--- src/rtl/pss_pkg.sv ---
package pss_pkg;
  localparam int CODE_W    = 4;
  localparam int SLC_W     = 6;
  localparam int NUM_CODES = 10;

  typedef enum logic [1:0] {ST_ARB, ST_GRANT, ST_SLICE} arb_st_t;

  // codes 0..3 are powers of two, 4..9 step by 8 bytes from 16
  function automatic logic [SLC_W-1:0] code_bytes(input logic [CODE_W-1:0] c);
    logic [SLC_W-1:0] r;
    case (c)
      CODE_W'(0): r = SLC_W'(1);
      CODE_W'(1): r = SLC_W'(2);
      CODE_W'(2): r = SLC_W'(4);
      CODE_W'(3): r = SLC_W'(8);
      default:    r = (c < CODE_W'(NUM_CODES)) ? SLC_W'({c - CODE_W'(2), 3'b000}) : '0;
    endcase
    return r;
  endfunction
endpackage

--- src/rtl/pss_bpt_decode.sv ---
module pss_bpt_decode
  import pss_pkg::*;
(
  input  logic [CODE_W-1:0] code,
  output logic [SLC_W-1:0]  bytes,
  output logic              valid,
  output logic              burst
);
  assign valid = (code < CODE_W'(NUM_CODES));
  assign bytes = code_bytes(code);
  assign burst = valid && (bytes > SLC_W'(4));
endmodule

--- src/rtl/pss_pkt_tracker.sv ---
module pss_pkt_tracker
  import pss_pkg::*;
#(
  parameter int SIZE_W = 16
) (
  input  logic              clk,
  input  logic              rst,
  input  logic              cfg_start,
  input  logic              cfg_dir,
  input  logic [SIZE_W-1:0] cfg_size,
  input  logic [SLC_W-1:0]  dec_bytes,
  input  logic              dec_valid,
  input  logic              dec_burst,
  input  logic              slice_fin,
  output logic              busy,
  output logic              pkt_dir,
  output logic              pkt_burst,
  output logic [SLC_W-1:0]  cur_slice,
  output logic              done,
  output logic              irq,
  output logic              cfg_err,
  output logic              start_rej
);
  logic [SIZE_W-1:0] remain;
  logic [SLC_W-1:0]  bpt_q;

  assign cur_slice = (remain < SIZE_W'(bpt_q)) ? remain[SLC_W-1:0] : bpt_q;

  always_ff @(posedge clk) begin
    if (rst) begin
      busy      <= 1'b0;
      pkt_dir   <= 1'b0;
      pkt_burst <= 1'b0;
      remain    <= '0;
      bpt_q     <= '0;
      done      <= 1'b0;
      irq       <= 1'b0;
      cfg_err   <= 1'b0;
      start_rej <= 1'b0;
    end else begin
      done      <= 1'b0;
      irq       <= 1'b0;
      start_rej <= 1'b0;
      if (cfg_start) begin
        if (busy) begin
          start_rej <= 1'b1;
        end else if (!dec_valid || cfg_size == '0) begin
          cfg_err <= 1'b1;
        end else begin
          busy      <= 1'b1;
          remain    <= cfg_size;
          bpt_q     <= dec_bytes;
          pkt_dir   <= cfg_dir;
          pkt_burst <= dec_burst;
          cfg_err   <= 1'b0;
        end
      end
      if (slice_fin && busy) begin
        remain <= remain - SIZE_W'(cur_slice);
        if (remain == SIZE_W'(cur_slice)) begin
          busy <= 1'b0;
          done <= 1'b1;
          irq  <= 1'b1;
        end
      end
    end
  end

  p_done_pulse_r9: assert property (@(posedge clk) disable iff (rst) done |=> !done);
  p_done_busy_r9: assert property (@(posedge clk) disable iff (rst) $rose(done) |-> !busy && $past(busy));
  p_reject_r5: assert property (@(posedge clk) disable iff (rst) cfg_start && busy |=> start_rej);
  p_bad_cfg_r2: assert property (@(posedge clk) disable iff (rst)
    cfg_start && !busy && !dec_valid |=> cfg_err && !busy);
  p_remain_live_r4: assert property (@(posedge clk) disable iff (rst) busy |-> remain != '0);
  p_dir_held_r5: assert property (@(posedge clk) disable iff (rst) busy && $past(busy) |-> $stable(pkt_dir));
endmodule

--- src/rtl/pss_bus_arb.sv ---
module pss_bus_arb
  import pss_pkg::*;
#(
  parameter int LVL_W = 7
) (
  input  logic             clk,
  input  logic             rst,
  input  logic             busy,
  input  logic             pkt_dir,
  input  logic [SLC_W-1:0] cur_slice,
  input  logic [LVL_W-1:0] tx_level,
  input  logic [LVL_W-1:0] rx_space,
  input  logic             cpu_req,
  input  logic             slc_done,
  output logic             slc_req,
  output logic [SLC_W-1:0] slc_bytes,
  output logic             cpu_grant,
  output logic             slice_fin
);
  arb_st_t st;
  logic    room;

  assign room      = pkt_dir ? (rx_space >= LVL_W'(cur_slice)) : (tx_level >= LVL_W'(cur_slice));
  assign slc_req   = (st == ST_SLICE);
  assign cpu_grant = (st == ST_GRANT);
  assign slice_fin = (st == ST_SLICE) && slc_done;

  always_ff @(posedge clk) begin
    if (rst) begin
      st        <= ST_ARB;
      slc_bytes <= '0;
    end else begin
      case (st)
        ST_ARB: begin
          if (cpu_req) begin
            st <= ST_GRANT;
          end else if (busy && room) begin
            st        <= ST_SLICE;
            slc_bytes <= cur_slice;
          end
        end
        ST_GRANT: if (!cpu_req) st <= ST_ARB;
        ST_SLICE: if (slc_done) st <= ST_ARB;
        default:  st <= ST_ARB;
      endcase
    end
  end

  p_slice_hold_r7: assert property (@(posedge clk) disable iff (rst)
    slc_req && !slc_done |=> slc_req && $stable(slc_bytes));
  p_no_grant_mid_slice_r8: assert property (@(posedge clk) disable iff (rst)
    slc_req && !slc_done |=> !cpu_grant);
  p_cpu_first_r8: assert property (@(posedge clk) disable iff (rst)
    !slc_req && !cpu_grant && cpu_req |=> !slc_req);
  p_grant_held_r8: assert property (@(posedge clk) disable iff (rst)
    cpu_grant && cpu_req |=> cpu_grant);
  p_tx_gate_r6: assert property (@(posedge clk) disable iff (rst)
    $rose(slc_req) && !pkt_dir |-> $past(tx_level) >= LVL_W'(slc_bytes));
  p_rx_gate_r6: assert property (@(posedge clk) disable iff (rst)
    $rose(slc_req) && pkt_dir |-> $past(rx_space) >= LVL_W'(slc_bytes));
  p_slice_in_pkt_r4: assert property (@(posedge clk) disable iff (rst)
    slc_req |-> busy && slc_bytes != '0);
endmodule

--- src/rtl/pkt_slice_seq.sv ---
module pkt_slice_seq
  import pss_pkg::*;
#(
  parameter int SIZE_W = 16,
  parameter int LVL_W  = 7
) (
  input  logic              clk,
  input  logic              rst,
  input  logic              cfg_start,
  input  logic              cfg_dir,
  input  logic [3:0]        cfg_code,
  input  logic [SIZE_W-1:0] cfg_size,
  output logic              start_rej,
  output logic              cfg_err,
  output logic              busy,
  output logic              done,
  output logic              irq,
  input  logic [LVL_W-1:0]  tx_level,
  input  logic [LVL_W-1:0]  rx_space,
  output logic              slc_req,
  output logic              slc_dir,
  output logic              slc_burst,
  output logic [5:0]        slc_bytes,
  input  logic              slc_done,
  input  logic              cpu_req,
  output logic              cpu_grant
);
  logic [SLC_W-1:0] dec_bytes;
  logic             dec_valid;
  logic             dec_burst;
  logic [SLC_W-1:0] cur_slice;
  logic             slice_fin;

  pss_bpt_decode u_dec (
    .code  (cfg_code),
    .bytes (dec_bytes),
    .valid (dec_valid),
    .burst (dec_burst)
  );

  pss_pkt_tracker #(.SIZE_W(SIZE_W)) u_trk (
    .clk       (clk),
    .rst       (rst),
    .cfg_start (cfg_start),
    .cfg_dir   (cfg_dir),
    .cfg_size  (cfg_size),
    .dec_bytes (dec_bytes),
    .dec_valid (dec_valid),
    .dec_burst (dec_burst),
    .slice_fin (slice_fin),
    .busy      (busy),
    .pkt_dir   (slc_dir),
    .pkt_burst (slc_burst),
    .cur_slice (cur_slice),
    .done      (done),
    .irq       (irq),
    .cfg_err   (cfg_err),
    .start_rej (start_rej)
  );

  pss_bus_arb #(.LVL_W(LVL_W)) u_arb (
    .clk       (clk),
    .rst       (rst),
    .busy      (busy),
    .pkt_dir   (slc_dir),
    .cur_slice (cur_slice),
    .tx_level  (tx_level),
    .rx_space  (rx_space),
    .cpu_req   (cpu_req),
    .slc_done  (slc_done),
    .slc_req   (slc_req),
    .slc_bytes (slc_bytes),
    .cpu_grant (cpu_grant),
    .slice_fin (slice_fin)
  );
endmodule

--- config.mk ---
export PLATFORM = sky130hd
export DESIGN_NAME = pkt_slice_seq
export DESIGN_NICKNAME = d
export VERILOG_FILES = /design/src/rtl/pss_pkg.sv /design/src/rtl/pss_bpt_decode.sv /design/src/rtl/pss_pkt_tracker.sv /design/src/rtl/pss_bus_arb.sv /design/src/rtl/pkt_slice_seq.sv
export SDC_FILE = /design/constraint.sdc
export NUM_CORES = 1
export LEC_CHECK = 0
export BUFFER_PORTS_ARGS = -buffer_cell sky130_fd_sc_hd__buf_2
export CAP_MARGIN = 15
export CORE_AREA = 5 5 76 78
export CTS_CLUSTER_DIAMETER = 120
export DETAILED_ROUTE_END_ITERATION = 16
export DIE_AREA = 0 0 81 83
export PLACE_DENSITY = 0.78
export SETUP_SLACK_MARGIN = 0.02
export SLEW_MARGIN = 15
export SYNTH_ARGS = -nofsm -noshare
export SYNTH_HDL_FRONTEND = slang
export SYNTH_HIERARCHICAL = 1
export SYNTH_SLANG_ARGS = --single-unit
--- constraint.sdc ---
create_clock -name clk -period 10.68 [get_ports clk]
set_input_delay 0.534 -clock clk [delete_from_list [all_inputs] [get_ports clk]]
set_output_delay 0.534 -clock clk [all_outputs]
set_load 0.02 [all_outputs]
* Yosys cells after proc, flatten, opt, wreduce, memory -nomap -nowiden
Index checks and enable logic that the tools add are counted.
** Cells by class
- Add/sub/neg operators :: 2
- Multiplexer cells :: 21
- $lt $le $gt $ge :: 5
- Equal/unequal tests :: 11
- Bitwise logic cells :: 5
- Reduce and logical (&&, ||, !) cells :: 17
** Operators with widths (count)
- $mux W16 :: 4
- $pmux W6 S4 :: 1
- $eq A16 B6 Y1 :: 1
- $logic_not A16 Y1 :: 1
- $lt A16 B6 Y1 :: 1
- $sub A16 B6 Y16 :: 1
- $ge A7 B6 Y1 :: 2
- $mux W6 :: 2
- $reduce_and A3 Y1 :: 4
- $mux W1 :: 9
- $eq A4 B2 Y1 const B :: 2
- $mux W2 :: 4
- $gt A6 B3 Y1 const B :: 1
- $ne A2 B2 Y1 const B :: 3
- $pmux W2 S3 :: 1
- $not A1 Y1 :: 5
- $eq A4 B1 Y1 const B :: 1
- $logic_and A1 B1 Y1 :: 4
- $logic_not A4 Y1 :: 1
- $lt A4 B4 Y1 const B :: 1
- $reduce_or A2 Y1 :: 2
- $ne A3 B2 Y1 const B :: 1
- $sub A3 B2 Y3 const B :: 1
- $eq A2 B1 Y1 const B :: 1
- 7 further kinds :: 7
** Word-level totals
- Register bits :: 36
- Output and inout port bits :: 15
- Word-level logic and storage cells :: 71
- Input bits :: 40

* Logic depth before layout (Yosys ltp)
- Depth in word-level cells :: 8
- Depth in mapped cells :: 15
- Depth with buffers taken out :: 14

* Hierarchy
Netlist, hierarchy kept.
** By module, submodules not included
- pss_pkt_tracker :: area each 1794.2 µm², cells an instance 211, instances 1, sequential area each 560.5 µm²
- pss_bus_arb :: area each 661.9 µm², cells an instance 72, instances 1, sequential area each 160.2 µm²
- pss_bpt_decode :: area each 112.6 µm², cells an instance 16, instances 1, sequential area each 0.0 µm²

* Worst setup path after synthesis
OpenSTA, ideal clock, no wires.
- Path type :: flip-flop to flip-flop
- Start :: register u_trk.remain[6]
- End :: register u_trk.remain[12]
- Slack :: 6.743 ns
- Data arrival time :: 3.863 ns
- Period minus slack after synthesis :: 3.937 ns
- Setup time :: 0.074 ns
- Data required time :: 10.606 ns
- Stages on the path, launching flop included :: 15
- Path buffers :: 1
- Cells stage by stage :: dfxtp_1 nor4_4 nand2_2 or3_4 a2111oi_4 buf_6 mux2i_1 ha_1 inv_1 fa_1 a211oi_1 o21bai_1 a211o_1 or4_1 a31oi_1
** On the way
- Word-level cells in the longest chain between the ends :: 4
** Ends and longest elaborated chain
- start: declaration :: line pss_pkt_tracker.sv:24 : logic [SIZE_W-1:0] remain;
- start signal: assignment :: line pss_pkt_tracker.sv:51 : remain <= cfg_size;
- start signal: assignment :: line pss_pkt_tracker.sv:59 : remain <= remain - SIZE_W'(cur_slice);
- $lt A16 B6 Y1 :: line pss_pkt_tracker.sv:27 : assign cur_slice = (remain < SIZE_W'(bpt_q)) ? remain[SLC_W-1:0] : bpt_q;
- $mux W6 :: line pss_pkt_tracker.sv:27
- net cur_slice[0] :: line pkt_slice_seq.sv:31 : logic [SLC_W-1:0] cur_slice;
- $sub A16 B6 Y16 :: line pss_pkt_tracker.sv:59
- $mux W16 :: line pss_pkt_tracker.sv:58 : if (slice_fin && busy) begin
The timed path passes the listed nets, and every way through them passes these cells.
A chain may end at the register's enable or synchronous reset.

* Worst setup path in the final report
Same ends and word-level chain as after synthesis.

==> out/results.tsv <==
stage	metric	value	unit
run_status	status	complete, no violations	
floorplan	die_area	6720	um^2
layout	drive_gt1_share	23.8	%
place	place_congestion	0.891	
yosys	async_reset_ff_share	0	%
critical_path	worst_path_max_delay_cell	a2111oi_4	
critical_path	critPathRequiredTime	10.89	ns
yosys	synth-warning-count	6	
layout	antenna_cells	0	
sta	finClkSkew	0.00198	ns
yosys	synth_seq_cells	36	
routing	firstDrtPassIters	4	
clock_tree	cts_max_path_buffers	2	
clock_tree	insertion_delay	0.29	ns
place	placed_cells	407	
sta	rsz0062_at_grt	no	
sta	tns	0	ns
clock_tree	cts_tree	yes	
hold_path	hold_path.class	reg2reg	
place	dp_hpwl	4690	um
clock_tree	clkTransAtPathRegs	0.07	ns
layout	seqCellArea	721	um^2
pwr	peakVddDrop	0.0708	mV
clock_tree	numCtsBuffers	5	
sta	worst_slack	6.02	ns
critical_path	crit_path_end_kind	flop	
yosys	netlist_area	2570	um^2
sta	drv_slew	0	
global_routing	grt_pass1_wl	10100	um
routing	drt-total-wl	6030	um
global_routing	overflow	0	
global_routing	grt_pass1_vias	2198	
critical_path	path_buf_inv	1	
floorplan	start_util	51.3	%
routing	vias	2314	
layout	nFillCells	479	
clock_tree	cts_setup_buffers	0	
critical_path	critical_path.max_stage_delay	0.86	ns
run	maxCapViolCount	0	
sta	fin_crit	4.66	ns
layout	finalInstanceArea	2960	um^2
place	portBuffers	54	
yosys	synth-edff-count	0	
routing	antenna_left	0	
critical_path	critical_path_class	reg2reg	
clock_tree	clock-sinks	36	
pwr	finalPower	0.370	mW
floorplan	io_pins	55	
sta	worst_slew_pin_slew	0.923	ns
yosys	syn_avg_cell_area	8.59	um^2
layout	fin_cells	415	
sta	hold_viol	0	
clock_tree	htree_levels	2	
layout	fin_util	59.1	%
critical_path	cp_top_family	compound AO/OA/AOI/OAI gates	
pwr	powerDensity	125	nW/um^2
layout	nets	408	
place	place_ws	6.07	ns
floorplan	die_h	83	um
layout	multi_input_area	1690	um^2
clock_tree	cts_resized	0	
sta	fin_crit_sh	43.7	%
floorplan	die_x	81	um
global_routing	grt_max_degree	45	
routing	wl_per_cell	14.5	um
sta	setup_viol	0	
floorplan	num_rows	26	
sta	slew_headroom	38.4	%
routing	drc	0	
clock_tree	hold_buffers	0	
critical_path	arrival	4.88	ns
critical_path	crit_path_max_fanout	11	
sta	max_freq	0.214	GHz
yosys	seq_area_frac_synth	28.1	%
yosys	synthesis.instances	299	
place	place_area	2840	um^2
yosys	synth-main-ff-cell	dfxtp_1	
routing	drt-vias-per-instance	5.58	
critical_path	startpoint_type	flop	
layout	syn2layout_area_growth	15.3	%
yosys	synth.distinct_cells	65	
clock_tree	clockRootBuffer	clkbuf_8	
pwr	p_leak	1.18	nW
critical_path	path_cells	nor4_4 > nand2_2 > or3_4 > a2111oi_4 > mux2i_1 > ha_1 > inv_1 > fa_1 > a211oi_1 > o21bai_1 > a211o_1 > or4_1 > a31oi_1	
global_routing	antenna_found_initial	0	
sta	hold-worst-slack	0.466	ns
floorplan	core_area	5010	um^2
yosys	synth_nets	363	
global_routing	grt_usage	18.7	%
routing	drtIter0Drc	127	
==> logic make-up after synthesis <==
group	Yosys count	share of synthesized area (%)
adders and majority gates	24	12.0
muxes	17	7.45
DFF	36	28.1
xor gates and xnor gates	3	1.02
AOI/OAI and AO/OA	79	22.1
buffers and inverters	33	6.04
and+or+nand+nor	107	23.3
==> layout make-up <==
cell class | count | share of cell area (%)
inverters | 17 | 2.15
clock inverters | 1 | 1.01
repair buffers | 54 | 9.13
well taps | 70 | 2.96
flip-flops and latches | 36 | 24.3
clock buffers | 7 | 3.25
multi-input cells | 230 | 57.2
==> registers in the layout, summed over array words and instances, names as in the netlist <==
signal	cells
u_trk/busy	1
u_arb/slc_bytes	6
u_trk/pkt_burst	1
u_trk/cfg_err	1
u_trk/start_rej	1
u_trk/pkt_dir	1
u_trk/bpt_q	6
u_arb/st	2
u_trk/remain	16
u_trk/irq	1
==> final timing paths <==
| path | endpoint | slack (ns) | cells after the start | startpoint |
|---|---|---|---|---|
| setup / recovery | u_trk/remain[12] | 6.02 | 13 | u_trk/remain[6] |
| hold / removal | u_trk/bpt_q[0] | 0.47 | 2 | u_trk/bpt_q[0] |
| setup reg to reg | u_trk/remain[12] | 6.02 | 13 | u_trk/remain[6] |
| hold reg to reg | u_trk/bpt_q[0] | 0.47 | 2 | u_trk/bpt_q[0] |
==> layer usage <==
metal	vias to the layer above	GRT usage, %	routed length, um	part of all wire, %
met2	60	29.1	2860	48
met4	0	5.07	75	1.2
met3	8	4.44	320	5.3
met1	1058	25.7	2770	46
met5	-	0	0	0
li1	1188	-	-	-
==> where the power goes <==
group          internal [mW]  leakage [nW]  switching [mW]
clock network         0.0823        0.0645          0.0463
registers              0.140         0.294         0.00686
logic                 0.0418         0.825          0.0530
total                  0.264          1.18           0.106
==> worst register-to-register path, delay by kind of cell, from the launching register on <==
kind | cells | cell delay (ns)
simple gates | 4 | 1.28
buf+inv | 1 | 0.07
flops | 1 | 0.38
compound gates | 5 | 1.74
mux | 1 | 0.46
fa+ha+maj | 2 | 0.68
==> cell usage in the layout, fill, tap and decap left out, drive strengths merged, types with 10 or more instances in the layout <==
master and n:
buf 54, dfxtp 36, nand2 36, a21oi 25
ha 23, inv 17, nand2b 14, mux2i 12
o21ai 11, nor2 10
==> cells in the mapped netlist, types with 3 or more instances <==
| cell | n | area, um^2 |
|---|---|---|
| nor2b_1 | 5 | 31.3 |
| nand3_1 | 3 | 15.0 |
| nand2b_1 | 14 | 87.6 |
| clkbuf_1 | 11 | 41.3 |
| a31oi_1 | 8 | 50.1 |
| nor4_1 | 8 | 50.1 |
| or2_2 | 3 | 18.8 |
| mux2_4 | 4 | 60.1 |
| ha_1 | 23 | 288 |
| inv_1 | 17 | 63.8 |
| or4_1 | 3 | 22.5 |
| nor2_1 | 10 | 37.5 |
| nand2_1 | 35 | 131 |
| o311ai_0 | 7 | 61.3 |
| and2_1 | 3 | 18.8 |
| nor3_1 | 5 | 25.0 |
| dfxtp_1 | 36 | 721 |
| mux2i_1 | 12 | 120 |
| o21ai_0 | 10 | 50.1 |
| a211o_1 | 3 | 26.3 |
| a21oi_1 | 25 | 125 |
No activity file was read; power rests on OpenSTA's default activity.
